File: src/rtl/ifx_pkg.sv
package ifx_pkg;

  typedef enum logic [2:0] {
    FLT_NONE    = 3'd0,
    FLT_ACV     = 3'd1,
    FLT_PAGE    = 3'd2,
    FLT_MCHK    = 3'd3,
    FLT_UNIMP   = 3'd4,
    FLT_IOFETCH = 3'd5
  } ifx_fault_e;

  typedef enum logic [1:0] {
    MODE_KERNEL = 2'd0,
    MODE_EXEC   = 2'd1,
    MODE_SUPER  = 2'd2,
    MODE_USER   = 2'd3
  } ifx_mode_e;

  localparam int MODE_N = 4;

endpackage

File: src/rtl/ifx_route.sv
// Picks the translation route and forms the raw (untruncated) physical address.
module ifx_route
  import ifx_pkg::*;
#(
  parameter int VA_W   = 64,
  parameter int PA_W   = 44,
  parameter int PG_SH  = 13,
  parameter int PPN_W  = 32,
  parameter int SP_HI  = 47,
  parameter int SP_LO  = 41,
  parameter int SP_TAG = 'h7E,
  parameter int SX_BIT = 40
) (
  input  logic              clk,
  input  logic              rst_n,
  input  logic [VA_W-1:0]   pc,
  input  logic              phys_req,
  input  logic [1:0]        mode,
  input  logic              tlb_hit,
  input  logic [PPN_W-1:0]  tlb_ppn,
  input  logic [MODE_N-1:0] tlb_xre,
  output logic [VA_W-1:0]   pa_raw,
  output ifx_fault_e        pre_fault,
  output logic              is_pal,
  output logic              need_lookup
);
  localparam int SP_W = SP_HI - SP_LO + 1;

  // firmware PC: clear the two low bits, keep the implemented range
  function automatic logic [VA_W-1:0] pal_addr(input logic [VA_W-1:0] va);
    logic [VA_W-1:0] r;
    r = '0;
    r[PA_W-1:2] = va[PA_W-1:2];
    return r;
  endfunction

  // superpage: low bits pass through, upper implemented bits copy bit SX_BIT
  function automatic logic [VA_W-1:0] sp_addr(input logic [VA_W-1:0] va);
    logic [VA_W-1:0] r;
    r = '0;
    r[SX_BIT-1:0] = va[SX_BIT-1:0];
    if (va[SX_BIT]) r[PA_W-1:SX_BIT] = '1;
    return r;
  endfunction

  // page translation: page number above the offset, offset word-aligned
  function automatic logic [VA_W-1:0] page_addr(input logic [PPN_W-1:0] ppn,
                                                input logic [VA_W-1:0]  va);
    logic [VA_W-1:0] r;
    r = '0;
    r[PG_SH+PPN_W-1:PG_SH] = ppn;
    r[PG_SH-1:2] = va[PG_SH-1:2];
    return r;
  endfunction

  logic sp_win;
  assign is_pal = pc[0];
  assign sp_win = (pc[SP_HI:SP_LO] == SP_W'(SP_TAG));
  assign need_lookup = !is_pal && !phys_req && !sp_win;

  always_comb begin
    pa_raw    = '0;
    pre_fault = FLT_NONE;
    if (is_pal) begin
      pa_raw = pal_addr(pc);
    end else if (phys_req) begin
      pa_raw = pc;
    end else if (sp_win) begin
      if (mode != MODE_KERNEL) pre_fault = FLT_ACV;
      else                     pa_raw    = sp_addr(pc);
    end else if (!tlb_hit) begin
      pre_fault = FLT_PAGE;
    end else if (!tlb_xre[mode]) begin
      pre_fault = FLT_ACV;
    end else begin
      pa_raw = page_addr(tlb_ppn, pc);
    end
  end

  p_pal_no_lookup_r2: assert property (@(posedge clk) disable iff (!rst_n)
    is_pal |-> !need_lookup && pre_fault == FLT_NONE);
  p_lookup_only_if_used_r6: assert property (@(posedge clk) disable iff (!rst_n)
    (pre_fault == FLT_PAGE) |-> need_lookup);

endmodule

File: src/rtl/ifx_classify.sv
// Range check and uncached-space classification of the raw physical address.
module ifx_classify
  import ifx_pkg::*;
#(
  parameter int VA_W      = 64,
  parameter int PA_W      = 44,
  parameter int UC_BIT    = 43,
  parameter int UC_CLR_HI = 42,
  parameter int UC_CLR_LO = 35,
  parameter int IPR_HI    = 42,
  parameter int IPR_LO    = 39,
  parameter int IPR_TAG   = 'hA
) (
  input  logic            clk,
  input  logic            rst_n,
  input  logic [VA_W-1:0] pa_raw,
  input  ifx_fault_e      pre_fault,
  input  logic            is_pal,
  output logic [PA_W-1:0] pa_out,
  output logic            uncached,
  output ifx_fault_e      fault
);
  localparam int IPR_W = IPR_HI - IPR_LO + 1;

  function automatic logic [PA_W-1:0] uc_rewrite(input logic [PA_W-1:0] a);
    logic [PA_W-1:0] r;
    r = a;
    r[UC_CLR_HI:UC_CLR_LO] = '0;
    return r;
  endfunction

  logic [PA_W-1:0] pa;
  logic            out_of_range, uc_space, reg_space;

  assign pa           = pa_raw[PA_W-1:0];
  assign out_of_range = |pa_raw[VA_W-1:PA_W];
  assign uc_space     = pa[UC_BIT];
  assign reg_space    = (pa[IPR_HI:IPR_LO] == IPR_W'(IPR_TAG));

  always_comb begin
    pa_out   = '0;
    uncached = 1'b0;
    fault    = pre_fault;
    if (pre_fault != FLT_NONE) begin
      fault = pre_fault;
    end else if (is_pal) begin
      pa_out = pa;
    end else if (out_of_range) begin
      fault = FLT_MCHK;
    end else if (uc_space && reg_space) begin
      fault = FLT_UNIMP;
    end else if (uc_space) begin
      uncached = 1'b1;
      pa_out   = uc_rewrite(pa);
      fault    = FLT_IOFETCH;
    end else begin
      pa_out = pa;
    end
  end

  p_range_first_r9: assert property (@(posedge clk) disable iff (!rst_n)
    (pre_fault == FLT_NONE && !is_pal && out_of_range) |-> fault == FLT_MCHK);
  p_uc_cleared_r11: assert property (@(posedge clk) disable iff (!rst_n)
    uncached |-> pa_out[UC_CLR_HI:UC_CLR_LO] == '0 && pa_out[UC_BIT]);

endmodule

File: src/rtl/ifx_xlate.sv
module ifx_xlate
  import ifx_pkg::*;
#(
  parameter int VA_W      = 64,
  parameter int PA_W      = 44,
  parameter int PG_SH     = 13,
  parameter int PPN_W     = 32,
  parameter int SP_HI     = 47,
  parameter int SP_LO     = 41,
  parameter int SP_TAG    = 'h7E,
  parameter int SX_BIT    = 40,
  parameter int UC_BIT    = 43,
  parameter int UC_CLR_HI = 42,
  parameter int UC_CLR_LO = 35,
  parameter int IPR_HI    = 42,
  parameter int IPR_LO    = 39,
  parameter int IPR_TAG   = 'hA
) (
  input  logic              clk,
  input  logic              rst_n,
  input  logic              req_valid,
  input  logic [VA_W-1:0]   pc,
  input  logic              phys_req,
  input  logic [1:0]        mode,
  input  logic              tlb_hit,
  input  logic [PPN_W-1:0]  tlb_ppn,
  input  logic [MODE_N-1:0] tlb_xre,
  output logic              tlb_lookup,
  output logic              rsp_valid,
  output logic [PA_W-1:0]   rsp_paddr,
  output logic              rsp_uncached,
  output logic [2:0]        rsp_fault
);
  localparam int SP_W = SP_HI - SP_LO + 1;

  logic [VA_W-1:0] pa_raw;
  ifx_fault_e      pre_fault, fault_c;
  logic            is_pal, need_lookup, unc_c;
  logic [PA_W-1:0] pa_c;

  ifx_route #(
    .VA_W(VA_W), .PA_W(PA_W), .PG_SH(PG_SH), .PPN_W(PPN_W),
    .SP_HI(SP_HI), .SP_LO(SP_LO), .SP_TAG(SP_TAG), .SX_BIT(SX_BIT)
  ) u_route (
    .clk(clk), .rst_n(rst_n), .pc(pc), .phys_req(phys_req), .mode(mode),
    .tlb_hit(tlb_hit), .tlb_ppn(tlb_ppn), .tlb_xre(tlb_xre),
    .pa_raw(pa_raw), .pre_fault(pre_fault), .is_pal(is_pal),
    .need_lookup(need_lookup)
  );

  ifx_classify #(
    .VA_W(VA_W), .PA_W(PA_W), .UC_BIT(UC_BIT), .UC_CLR_HI(UC_CLR_HI),
    .UC_CLR_LO(UC_CLR_LO), .IPR_HI(IPR_HI), .IPR_LO(IPR_LO), .IPR_TAG(IPR_TAG)
  ) u_class (
    .clk(clk), .rst_n(rst_n), .pa_raw(pa_raw), .pre_fault(pre_fault),
    .is_pal(is_pal), .pa_out(pa_c), .uncached(unc_c), .fault(fault_c)
  );

  assign tlb_lookup = req_valid && need_lookup;

  always_ff @(posedge clk) begin
    if (!rst_n) begin
      rsp_valid    <= 1'b0;
      rsp_paddr    <= '0;
      rsp_uncached <= 1'b0;
      rsp_fault    <= FLT_NONE;
    end else begin
      rsp_valid <= req_valid;
      if (req_valid) begin
        rsp_paddr    <= pa_c;
        rsp_uncached <= unc_c;
        rsp_fault    <= fault_c;
      end
    end
  end

  p_rsp_follows_req_r1: assert property (@(posedge clk) disable iff (!rst_n)
    req_valid |=> rsp_valid);
  p_idle_no_rsp_r1: assert property (@(posedge clk) disable iff (!rst_n)
    !req_valid |=> !rsp_valid);
  p_pal_clean_r2: assert property (@(posedge clk) disable iff (!rst_n)
    (req_valid && pc[0]) |=> rsp_fault == FLT_NONE && !rsp_uncached && rsp_paddr[1:0] == 2'b00);
  p_sp_user_acv_r5: assert property (@(posedge clk) disable iff (!rst_n)
    (req_valid && !pc[0] && !phys_req && pc[SP_HI:SP_LO] == SP_W'(SP_TAG) && mode != MODE_KERNEL)
      |=> rsp_fault == FLT_ACV);
  p_fault_zero_r12: assert property (@(posedge clk) disable iff (!rst_n)
    (rsp_valid && rsp_fault inside {FLT_ACV, FLT_PAGE, FLT_MCHK, FLT_UNIMP})
      |-> rsp_paddr == '0 && !rsp_uncached);
  p_iofetch_flag_r11: assert property (@(posedge clk) disable iff (!rst_n)
    (rsp_valid && rsp_fault == FLT_IOFETCH) |-> rsp_uncached && rsp_paddr[UC_BIT]);

endmodule

File: config.mk
export PLATFORM = sky130hd
export DESIGN_NAME = ifx_xlate
export DESIGN_NICKNAME = d
export VERILOG_FILES = /design/src/rtl/ifx_pkg.sv /design/src/rtl/ifx_route.sv /design/src/rtl/ifx_classify.sv /design/src/rtl/ifx_xlate.sv
export SDC_FILE = /design/constraint.sdc
export NUM_CORES = 1
export LEC_CHECK = 0
export BUFFER_PORTS_ARGS = -buffer_cell sky130_fd_sc_hd__clkbuf_2
export CORE_UTILIZATION = 51
export DETAILED_ROUTE_END_ITERATION = 16
export PLACE_DENSITY = 0.84
export SLEW_MARGIN = 10
export SYNTH_ARGS = -nofsm -noshare
export SYNTH_HDL_FRONTEND = slang
export SYNTH_HIERARCHICAL = 1
export SYNTH_SLANG_ARGS = --single-unit
export TNS_END_PERCENT = 5
File: constraint.sdc
create_clock -name clk -period 4.65 [get_ports clk]
set_clock_uncertainty 0.05 [all_clocks]
set_input_delay 0.2325 -clock clk [delete_from_list [all_inputs] [get_ports clk]]
set_output_delay 0.2325 -clock clk [all_outputs]
set_load 0.005 [all_outputs]
Word-level counts from Yosys, hierarchy flattened. Cells that the tools add are included.

RAM bits: 0. Bits in read-only memories: 0. Input bits: 107. Bits in latches: 0. Logic and storage cells: 47. Flip-flop bits (word level): 49. Memories kept: 0.

Eq/ne operators: 2. Reductions and logical operators: 10. Div/mod/pow operators: 0. Shift-type cells: 0. Bitwise operators: 0. Multiply operators: 0. $lt $le $gt $ge: 1. Add/sub/neg operators: 0. Muxes and demuxes: 30.

Operator list (count): $mux 44 (6); $mux 64 (4); $mux 45 (1); $mux 3 (9); $reduce_or 20->1 (1); $mux 1 (8); $eq 7x7->1 const B (1); $eq 4x4->1 const B (1); $logic_and 1x1->1 (4); $mux 4 (1); $logic_not 1->1 (3); $lt 2x3->1 const B (1); $reduce_bool 3->1 (1); $bmux 1 s2 (1); $reduce_bool 2->1 (1).

Depth between registers and ports, before layout. Gate-level depths: netlist of run 1.

Word-level depth: 13. Mapped depth: 13.

Hierarchy. The synthesis of run 1 kept the hierarchy.

Modules (own cells, without submodules): ifx_xlate (instances 1, seq. area each 980.9 um^2, cells each 158, area each 1880.6 um^2); ifx_route (instances 1, seq. area each 0.0 um^2, cells each 103, area each 745.7 um^2); ifx_classify (instances 1, seq. area each 0.0 um^2, cells each 82, area each 630.6 um^2).

Worst setup path after synthesis of run 1. OpenSTA, ideal clock, no wires.

Path kind: input to register. Start point: input port pc[41]. End point: register rsp_paddr[33]. Setup slack: 1.968 ns. Setup time: 0.116 ns. Stages on the path: 13. Path buffers: 3. Arrival: 2.516 ns. Path through: nand4b_1 -> nor2_1 -> nor4_2 -> buf_4 -> buf_6 -> a22o_1 -> nor4bb_1 -> nand2_1 -> a41oi_4 -> buf_6 -> nor2b_2 -> mux2i_1 -> nor2b_1.

Longest elaborated chain between the ends: 10.

RTL lines: start, declared (line ifx_xlate.sv:22) `input logic [VA_W-1:0] pc,`; $eq 7x7->1 (line ifx_route.sv:58) `assign sp_win = (pc[SP_HI:SP_LO] == SP_W'(SP_TAG));`; $mux 64 (line ifx_route.sv:68) `end else if (sp_win) begin`; $mux 64 (line ifx_route.sv:66) `end else if (phys_req) begin`; $mux 64 (line ifx_route.sv:64) `if (is_pal) begin`; via pa_raw[39] (line ifx_xlate.sv:36) `logic [VA_W-1:0] pa_raw;`; $eq 4x4->1 (line ifx_classify.sv:38) `assign reg_space = (pa[IPR_HI:IPR_LO] == IPR_W'(IPR_TAG));`; $logic_and 1x1->1 (line ifx_classify.sv:50) `end else if (uc_space && reg_space) begin`; $mux 44 (line ifx_classify.sv:50); $mux 44 (line ifx_classify.sv:48) `end else if (out_of_range) begin`; $mux 44 (line ifx_classify.sv:46) `end else if (is_pal) begin`; $mux 44 (line ifx_classify.sv:44) `if (pre_fault != FLT_NONE) begin`; via pa_c[33] (line ifx_xlate.sv:39) `logic [PA_W-1:0] pa_c;`; end signal, assigned (line ifx_xlate.sv:70) `rsp_paddr <= pa_c;`; end, declared (line ifx_xlate.sv:30) `output logic [PA_W-1:0] rsp_paddr,`.

The timed path passes the listed nets, and every way through them passes these cells. A chain may end at the register's enable or synchronous reset.

Worst setup path in the final report of run 1.
Start point: input port pc[41]. End point: register rsp_paddr[25].

Same word-level chain as after synthesis.

==> impl_metrics.csv, run 1 <==
group,metric,value,unit
status,status,"completed",
floorplanning,num_io_pins,157,
synthesis,synthesis.area,3257,sq um
sta,rsz0062_at_grt,"false",
worst_hold_path,worstHoldStart,"pc[24]",
sta,slew_viol_final,0,
clocking,cts_made_buffers,5,
routing,met2WireLength,3844,microns
place,gp_congestion,0.7710,
finish,finalNonFillerCells,558,
global_route,grt_pass1_wl,11380,microns
clocking,post-cts-setup-buffer-count,0,
routing,drt_first_iter_violations,83,
critical_path,cp_data_required_time,4.78,ns
critical_path,arrival,3.54,ns
critical_path,critPathMaxFanout,28,
clocking,clkTransAtPathRegs,0.08,ns
sta,min_period,3.412,ns
routing,met3_length,631,microns
clocking,h-tree-depth,2,
floorplanning,core-area,6026,sq um
routing,drt-total-wl,7653,microns
critical_path,critPathLaunch,"pc[41]",
routing,vias_per_cell,5.194,
floorplanning,start_util,54.05,%
worst_hold_path,hold_path_depth,5,
routing,ant_nets,0,
synthesis,synth_ff_type,"dfxtp_1",
routing,wl_per_cell,13.72,microns
clocking,ctsResizeCount,0,
synthesis,ys_seq_area_share,30.12,%
clocking,clk_path_buf_depth,2,
floorplanning,fp.dieH,81.91,microns
sta,finalHoldViolations,0,
clocking,cts.sinks,49,
routing,top_layer_used,"met4",
global_route,grt_max_degree,50,
clocking,cts_tree,"yes",
finish,num_antenna_cells,0,
sta,tightestPinTransition,0.9622,ns
clocking,clk_latency,0.28,ns
sta,clock.fmax,293.1,MHz
routing,drc_errors,0,
critical_path,critPathLaunchType,"primary input",
synthesis,synthCells,343,
place,hpwl,5861,microns
clocking,cts_root_buf,"clkbuf_8",
global_route,overflow,0,
synthesis,ys_warn_count,6,
critical_path,crit_path_end_kind,"flip-flop",
critical_path,critical_path_class,"in2reg",
power,power_density,218.8,nW/um^2
power,power_leakage,1.978,nW
job,max_cap_viol_count,0,
synthesis,synth-seq-cells,49,
place,placed_cells,552,
sta,finalSetupViolations,0,
sta,slew_headroom,35.64,%
routing,drtPass1Iterations,4,
global_route,grt_usage,21.55,%
routing,vias,2898,
global_route,antenna_found_initial,0,
worst_hold_path,hp-class,"in2reg",
sta,fin_crit_sh,73.38,%
sta,setup_tns,0,ns
critical_path,r2r-start,"rsp_paddr[37]$_SDFFE_PN0P_",
place,portBuffers,156,
floorplanning,dieArea,6709,sq um
finish,syn_to_final_growth,24.47,%
global_route,grt_pass1_vias,2592,
finish,mostFrequentLayoutCells,"156 x clkbuf_2, 61 x nor2b_1, 49 x mux2i_1, 49 x dfxtp_1, 29 x a22o_1",
floorplanning,die_w,81.91,microns
power,vdd_ir_drop_max,0.0001509,V
finish,layout-drive-gt1-share,44.51,%
finish,nNetsFinal,591,
synthesis,async_reset_ff_share,0,%
synthesis,synthDistinctLibCells,42,
finish,final_common_cell,"clkbuf_2",
synthesis,postSynthAreaPerCell,9.495,sq um
critical_path,ff2ff_path_depth,2,
floorplanning,rows,28,
clocking,cts-hold-fix-buffers,0,
synthesis,synth_edf_count,0,
routing,wl_met1,3145,microns
[report_power, final]
part	switching, mW	leakage (nW)	internal [mW]
combinational	0.105	1.54	0.123
clock	0.124	0.0399	0.0991
sequential	0.00584	0.397	0.430
total	0.234	1.98	0.652
[cell type report]
class | instances | area, sq um
timing repair buffer | 161 | 830.8
tap | 75 | 93.84
clock inverter | 1 | 5.005
multi-input combinational | 266 | 2071
sequential | 49 | 980.9
inverter | 1 | 3.754
fill | 537 | 1972
clock buffer | 5 | 68.82
[worst paths after layout]
check | slack, ns | end
setup reg to reg | 3.94 | rsp_paddr[37]$_SDFFE_PN0P_
hold reg to reg | 0.47 | rsp_paddr[1]$_SDFFE_PN0P_
hold / removal | 0.38 | rsp_paddr[24]$_SDFFE_PN0P_
setup / recovery | 1.24 | rsp_paddr[25]$_SDFFE_PN0P_
[sequential cells by signal, indices dropped and copies added, names as in the netlist]
| name | flops |
|---|---|
| rsp_fault | 3 |
| rsp_paddr | 44 |
| rsp_uncached | 1 |
| rsp_valid | 1 |
[layer usage]
| metal | up-vias | track usage [%] |
|---|---|---|
| met5 | - | 0 |
| met4 | 0 | 5.088 |
| met3 | 2 | 4.778 |
| met2 | 121 | 39.09 |
| met1 | 1317 | 25.51 |
| li1 | 1458 | - |
[critical path, stage by stage]
cell      delay (ns)
clkbuf_2        0.09
nand4b_1        0.22
nor2_1          0.51
nor4_4          0.06
buf_4           0.24
a22o_1          0.27
nor4bb_1        0.37
nand2_1         0.16
a41oi_4         0.83
buf_12          0.26
nor2b_2         0.06
mux2i_1         0.16
nor2b_1         0.07
[synth_stat cells, types with 2 or more instances]
library cell / n / area [sq um]
nor2b_1: 61 / 381.6
dfxtp_1: 49 / 980.9
mux2i_1: 49 / 490.5
a22o_1: 29 / 254.0
nor2b_2: 27 / 236.5
and2_1: 21 / 131.4
nor2_1: 13 / 48.80
nand3_1: 11 / 55.05
clkbuf_1: 7 / 26.28
buf_2: 6 / 30.03
buf_6: 6 / 67.56
and2b_2: 5 / 43.79
nor4_1: 5 / 31.28
buf_4: 4 / 30.03
buf_8: 4 / 60.06
nand2_1: 4 / 15.01
nor3b_1: 4 / 30.03
a21oi_1: 3 / 15.01
nor2b_4: 3 / 41.29
o22a_1: 3 / 26.28
a21o_1: 2 / 15.01
and2_2: 2 / 15.01
nand2b_1: 2 / 12.51
nor3_1: 2 / 10.01
o21ai_0: 2 / 10.01
o31ai_1: 2 / 15.01
or4_4: 2 / 22.52
[logic make-up after synthesis]
family          synth area share, %
simple gates                  34.92
mux                           15.41
flops                         30.12
compound gates                12.52
buf+inv                       6.915
other cells                  0.1151
[per-stage QoR]
step	area [sq um]	total power [mW]	util [%]	hold WS [ns]	worst slack (ns)
finish	4054	0.8868	67.28	0.3767	1.238
detailed placement	3980	0.6734	66.05	0.4511	0.9961
floorplan	3261	0.6014	-	0.4573	1.968
global placement	3980	0.6676	66.05	0.4454	1.159
global route	4054	0.9333	67.28	0.4032	1.039
CTS	4054	0.8967	67.28	0.3734	1.274
Power figures use the tool's default switching activity.
==> run 2: changes to the inputs <==
--- a/config.mk
+++ b/config.mk
@@ -6,9 +6,9 @@
 export NUM_CORES = 1
 export LEC_CHECK = 0
 export BUFFER_PORTS_ARGS = -buffer_cell sky130_fd_sc_hd__clkbuf_2
-export CORE_UTILIZATION = 51
+export CORE_UTILIZATION = 42
 export DETAILED_ROUTE_END_ITERATION = 16
-export PLACE_DENSITY = 0.84
+export PLACE_DENSITY = 0.74
 export SLEW_MARGIN = 10
 export SYNTH_ARGS = -nofsm -noshare
 export SYNTH_HDL_FRONTEND = slang
==> constraint.sdc (replaced) <==
create_clock -name clk -period 2.9 [get_ports clk]
set_clock_uncertainty 0.05 [all_clocks]
set_input_delay 0.145 -clock clk [delete_from_list [all_inputs] [get_ports clk]]
set_output_delay 0.145 -clock clk [all_outputs]
set_load 0.005 [all_outputs]
==> run 2 against run 1 <==
Compared with the run above:
- hold slack got worse by 0.087 ns
- total power rose by 66%
- die area up 21%
- largest cell class unchanged
- largest power group unchanged
- highest routed layer unchanged
==> impl_metrics.csv, run 2 (synthesized netlist as in run 1, its figures left out) <==
group,metric,value,unit
status,status,"completed",
clocking,cts_tree,"yes",
global_route,grt_max_degree,50,
routing,met2WireLength,3819,microns
routing,top_layer_used,"met4",
global_route,overflow,0,
critical_path,arrival,2.64,ns
worst_hold_path,hp-class,"in2reg",
critical_path,critPathLaunch,"pc[41]",
finish,mostFrequentLayoutCells,"156 x clkbuf_2, 61 x nor2b_1, 49 x mux2i_1, 49 x dfxtp_1, 29 x a22o_1",
floorplanning,start_util,44.19,%
floorplanning,fp.dieH,90.06,microns
finish,syn_to_final_growth,27.93,%
global_route,grt_pass1_vias,2743,
clocking,ctsResizeCount,0,
clocking,cts-hold-fix-buffers,0,
routing,vias,2892,
routing,drt_first_iter_violations,84,
critical_path,critical_path_class,"in2reg",
clocking,clk_path_buf_depth,2,
critical_path,r2r-start,"rsp_paddr[4]$_SDFFE_PN0P_",
routing,drt-total-wl,7677,microns
finish,layout-drive-gt1-share,45.10,%
sta,tightestPinTransition,0.8819,ns
finish,design_area,4167,sq um
sta,finalHoldViolations,0,
critical_path,slowest_stage,"or2_2",
critical_path,cp_cell_sequence,"clkbuf_2 > nand4b_1 > or2_2 > o21ai_0 > o22a_1 > nor4bb_1 > nand2_1 > a41oi_4 > buf_12 > and2b_2 > mux2i_1 > nor2b_1",
finish,num_antenna_cells,0,
critical_path,reg2reg_slack,2.21,ns
routing,wl_met1,3308,microns
place,hpwl,5955,microns
finish,top_regs,"rsp_paddr: 44 flops, rsp_fault: 3 flops",
critical_path,endpoint,"rsp_paddr[4]$_SDFFE_PN0P_",
place,portBuffers,156,
clocking,cts_root_buf,"clkbuf_8",
finish,fillers,711,
sta,fin_crit_sh,86.55,%
clocking,h-tree-depth,2,
sta,finalSetupViolations,0,
finish,top_register,"rsp_paddr",
routing,drc_errors,0,
power,power_density,352.7,nW/um^2
critical_path,rr_endpoint,"rsp_paddr[4]$_SDFFE_PN0P_",
power,power_leakage,2.022,nW
routing,wl_per_cell,13.03,microns
clocking,clkTransAtPathRegs,0.08,ns
floorplanning,die_w,90.06,microns
floorplanning,dieArea,8111,sq um
sta,hold_slack,0.2893,ns
finish,final_util,56.54,%
sta,slew_headroom,41.09,%
place,pre_cts_ws,0.1124,ns
finish,nNetsFinal,597,
critical_path,critPathMaxFanout,8,
sta,min_period,2.510,ns
clocking,post-cts-setup-buffer-count,0,
critical_path,cp_data_required_time,3.03,ns
critical_path,critical_path_buf_inv_count,2,
finish,final_common_cell,"clkbuf_2",
global_route,grt_usage,18.87,%
sta,setup_tns,0,ns
job,max_cap_viol_count,0,
finish,largest_register_ffs,44,
critical_path,crit_cells,12,
clocking,clk_latency,0.28,ns
routing,met3_length,514,microns
global_route,grt_pass1_wl,12710,microns
power,vdd_ir_drop_max,0.0002211,V
floorplanning,num_io_pins,157,
routing,drtPass1Iterations,4,
routing,ant_nets,0,
place,placed_area,4080,sq um
critical_path,critPathMaxStageDelay,0.34,ns
routing,vias_per_cell,4.910,
critical_path,critPathLaunchType,"primary input",
global_route,antenna_found_initial,0,
critical_path,ff2ff_path_depth,2,
clocking,cts_made_buffers,5,
critical_path,cp_top_family,"simple AND/OR/NAND/NOR gates",
critical_path,crit_path_end_kind,"flip-flop",
place,gp_congestion,0.8853,
sta,worst_slack,0.3902,ns
floorplanning,core-area,7370,sq um
floorplanning,rows,31,
sta,rsz0062_at_grt,"false",
sta,clock.fmax,398.4,MHz
clocking,cts.sinks,49,
sta,slew_viol_final,0,
run 2: changes by cell type in the layout (fill, tap and decap cells not counted):
cell	before	now
buf_12	1	3
clkinv_2	1	0
buf_4	4	8
clkbuf_1	0	1
clkbuf_8	5	6
run 2: how the worst min path moves through the flow:
stage,start,endpoint,slack [ns],cells after the start
after floorplan,rst_n,rsp_fault[0]$_SDFFE_PN0P_,0.37,2
after global placement,rsp_paddr[23]$_SDFFE_PN0P_,rsp_paddr[23]$_SDFFE_PN0P_,0.45,2
after detailed placement,rsp_fault[0]$_SDFFE_PN0P_,rsp_fault[0]$_SDFFE_PN0P_,0.46,2
after CTS,pc[19],rsp_paddr[19]$_SDFFE_PN0P_,0.29,5
after global routing,pc[25],rsp_paddr[25]$_SDFFE_PN0P_,0.31,5
final,pc[19],rsp_paddr[19]$_SDFFE_PN0P_,0.29,5
run 2: worst reg2reg max path: stages (launching register included):
cell	delay (ns)
dfxtp_1	0.32
mux2i_1	0.15
nor2b_1	0.07
run 2: final cells by class:
type	count	area, sq um	share of cell area (%)
multi-input combinational	266	2071	49.70
sequential	49	980.9	23.54
tap	99	123.9	2.973
timing repair buffer	167	900.9	21.62
inverter	1	3.754	0.09009
clock buffer	7	86.33	2.072
run 2: where the power goes:
part / total, mW / switching (mW) / leakage (nW) / internal (mW)
logic: 0.374 / 0.169 / 1.58 / 0.205
registers: 0.700 / 0.00949 / 0.397 / 0.690
clock network: 0.396 / 0.206 / 0.0443 / 0.190
total: 1.47 / 0.384 / 2.02 / 1.09
run 2: layer usage:
layer	vias up	global-route usage, %
met4	0	4.032
met1	1307	22.83
met5	-	0
met3	4	4.315
met2	109	33.84
li1	1472	-
run 2: per-stage QoR:
step	power, mW	instances
global route	1.549	589
floorplan	0.9643	344
global placement	1.085	582
detailed placement	1.091	582
finish	1.470	589
CTS	1.488	589
==> run 3: changes to the inputs <==
--- a/config.mk
+++ b/config.mk
@@ -9,6 +9,7 @@
 export CORE_UTILIZATION = 42
 export DETAILED_ROUTE_END_ITERATION = 16
 export PLACE_DENSITY = 0.74
+export SETUP_SLACK_MARGIN = 0.4
 export SLEW_MARGIN = 10
 export SYNTH_ARGS = -nofsm -noshare
 export SYNTH_HDL_FRONTEND = slang
==> run 3 against run 2 <==
Compared with the run above:
- first-iteration DRC count grew 44%
- die area stayed put
- register-to-register slack barely moved
- critical path depth up 1
- core utilization rose by 1.9 points
- critical path type unchanged
==> impl_metrics.csv, run 3 (synthesized netlist as in run 1, its figures left out) <==
group,metric,value,unit
status,status,"completed",
critical_path,cp_data_required_time,3.09,ns
power,p_sw,0.4158,mW
worst_hold_path,hold_path_depth,5,
finish,syn_to_final_growth,32.16,%
sta,finalHoldViolations,0,
clocking,h-tree-depth,2,
sta,rsz0062_at_grt,"false",
worst_hold_path,worstHoldStart,"pc[18]",
critical_path,ff2ff_path_depth,2,
sta,clock.fmax,421.5,MHz
global_route,overflow,0,
finish,layout-drive-gt1-share,46.68,%
clocking,cts.sinks,49,
routing,drc_errors,0,
finish,multi_input_area,2121,sq um
job,max_cap_viol_count,0,
global_route,grt_usage,18.81,%
place,pre_cts_ws,0.1768,ns
power,clock_power_share,31.7,%
worst_hold_path,holdPathEnd,"rsp_paddr[18]$_SDFFE_PN0P_",
critical_path,crit_path_end_kind,"flip-flop",
critical_path,critical_path_class,"in2reg",
routing,ant_nets,0,
routing,drt_first_iter_violations,121,
power,internal_power,1.191,mW
worst_hold_path,hp-class,"in2reg",
place,hpwl,5954,microns
power,vdd_ir_drop_max,0.0002264,V
finish,largest_register_ffs,44,
power,power_leakage,2.080,nW
sta,hold_slack,0.2807,ns
global_route,grt_pass1_wl,12710,microns
power,finalPower,1.607,mW
critical_path,rr_endpoint,"rsp_paddr[21]$_SDFFE_PN0P_",
critical_path,arrival,2.57,ns
power,pwr-share-seq,43.5,%
critical_path,critPathLaunchType,"primary input",
place,placed_cells,581,
finish,top_regs,"rsp_paddr: 44 flops, rsp_fault: 3 flops",
clocking,clk_latency,0.29,ns
sta,slew_viol_final,0,
finish,design_area,4304,sq um
finish,final_util,58.40,%
critical_path,critPathLaunch,"mode[1]",
global_route,antenna_found_initial,0,
sta,tightestPinTransition,0.8002,ns
finish,num_antenna_cells,0,
clocking,cts-hold-fix-buffers,0,
sta,fin_crit_sh,81.80,%
finish,finalNonFillerCells,596,
sta,worst_slack,0.5277,ns
sta,min_period,2.372,ns
place,portBuffers,156,
finish,seq_area,980.9,sq um
sta,slew_headroom,46.65,%
routing,vias_per_cell,4.921,
power,p_comb_share,24.7,%
critical_path,critPathMaxFanout,10,
power,switching_share,25.87,%
floorplanning,rows,31,
floorplanning,start_util,44.19,%
place,placed_area,4086,sq um
critical_path,reg2reg_slack,2.21,ns
finish,mostFrequentLayoutCells,"155 x clkbuf_2, 61 x nor2b_1, 49 x dfxtp_1, 48 x mux2i_1, 29 x a22o_1",
global_route,grt_max_degree,50,
clocking,cts_tree,"yes",
floorplanning,fp.dieH,90.06,microns
sta,setup_tns,0,ns
floorplanning,die_w,90.06,microns
global_route,grt_pass1_vias,2802,
finish,final_common_cell,"clkbuf_2",
power,power_density,373.4,nW/um^2
clocking,clk_path_buf_depth,2,
floorplanning,core-area,7370,sq um
sta,finalSetupViolations,0,
routing,drt-total-wl,7979,microns
clocking,cts_root_buf,"clkbuf_8",
routing,vias,2933,
clocking,cts_made_buffers,5,
finish,nNetsFinal,603,
finish,top_register,"rsp_paddr",
finish,fillers,658,
clocking,clkTransAtPathRegs,0.10,ns
routing,drtPass1Iterations,6,
routing,wl_per_cell,13.39,microns
floorplanning,dieArea,8111,sq um
critical_path,r2r-start,"rsp_paddr[21]$_SDFFE_PN0P_",
floorplanning,num_io_pins,157,
place,gp_congestion,0.8636,
-- run 3: repair_timing --
action	CTS	global route
endpoints found under the setup margin	0	25
resized for setup	0	6
buffers inserted	0	6
-- run 3: layout make-up --
type	count	area share, %
Timing Repair Buffer	173	22.18
Tap cell	99	2.878
Sequential cell	49	22.79
Multi-Input combinational cell	266	49.27
Clock inverter	2	0.8721
Inverter	1	0.08721
Clock buffer	6	1.919
-- run 3: critical path, stage by stage --
cell and delay (ns):
buf_2 0.18, mux2_4 0.34, a2bb2oi_4 0.23, nor4_4 0.09, a22o_1 0.18, or4_4 0.43
nor2_4 0.16, a41oi_4 0.17, buf_4 0.18, clkbuf_16 0.16, nor2b_2 0.11, mux2i_1 0.07
nor2b_1 0.13
-- run 3: layer usage --
layer	global-route usage (%)	share of wire, %	vias to the layer above	wire length, microns
met5	0	0	-	0
met4	6.048	2.0	0	158
met3	4.315	6.2	14	491
met2	34.16	49	110	3916
met1	21.62	43	1328	3413
li1	-	-	1481	-
-- run 3: worst max path at each step --
stage	endpoint	slack [ns]	cells past startpoint
3_5_place_dp	rsp_paddr[2]$_SDFFE_PN0P_	0.18	12
2_1_floorplan	rsp_paddr[33]$_SDFFE_PN0P_	0.41	12
3_3_place_gp	rsp_paddr[3]$_SDFFE_PN0P_	0.22	12
6_report	rsp_paddr[13]$_SDFFE_PN0P_	0.53	13
4_1_cts	rsp_paddr[2]$_SDFFE_PN0P_	0.48	12
5_1_grt	rsp_paddr[2]$_SDFFE_PN0P_	0.41	12
-- run 3: power by group through the flow --
stage / Clock [mW] / Combinational, mW / Sequential, mW
6_report: 0.510 / 0.398 / 0.700
5_1_grt: 0.547 / 0.435 / 0.702
4_1_cts: 0.522 / 0.379 / 0.700
3_5_place_dp: 0 / 0.376 / 0.715
3_3_place_gp: 0 / 0.370 / 0.715
2_1_floorplan: 0 / 0.251 / 0.716
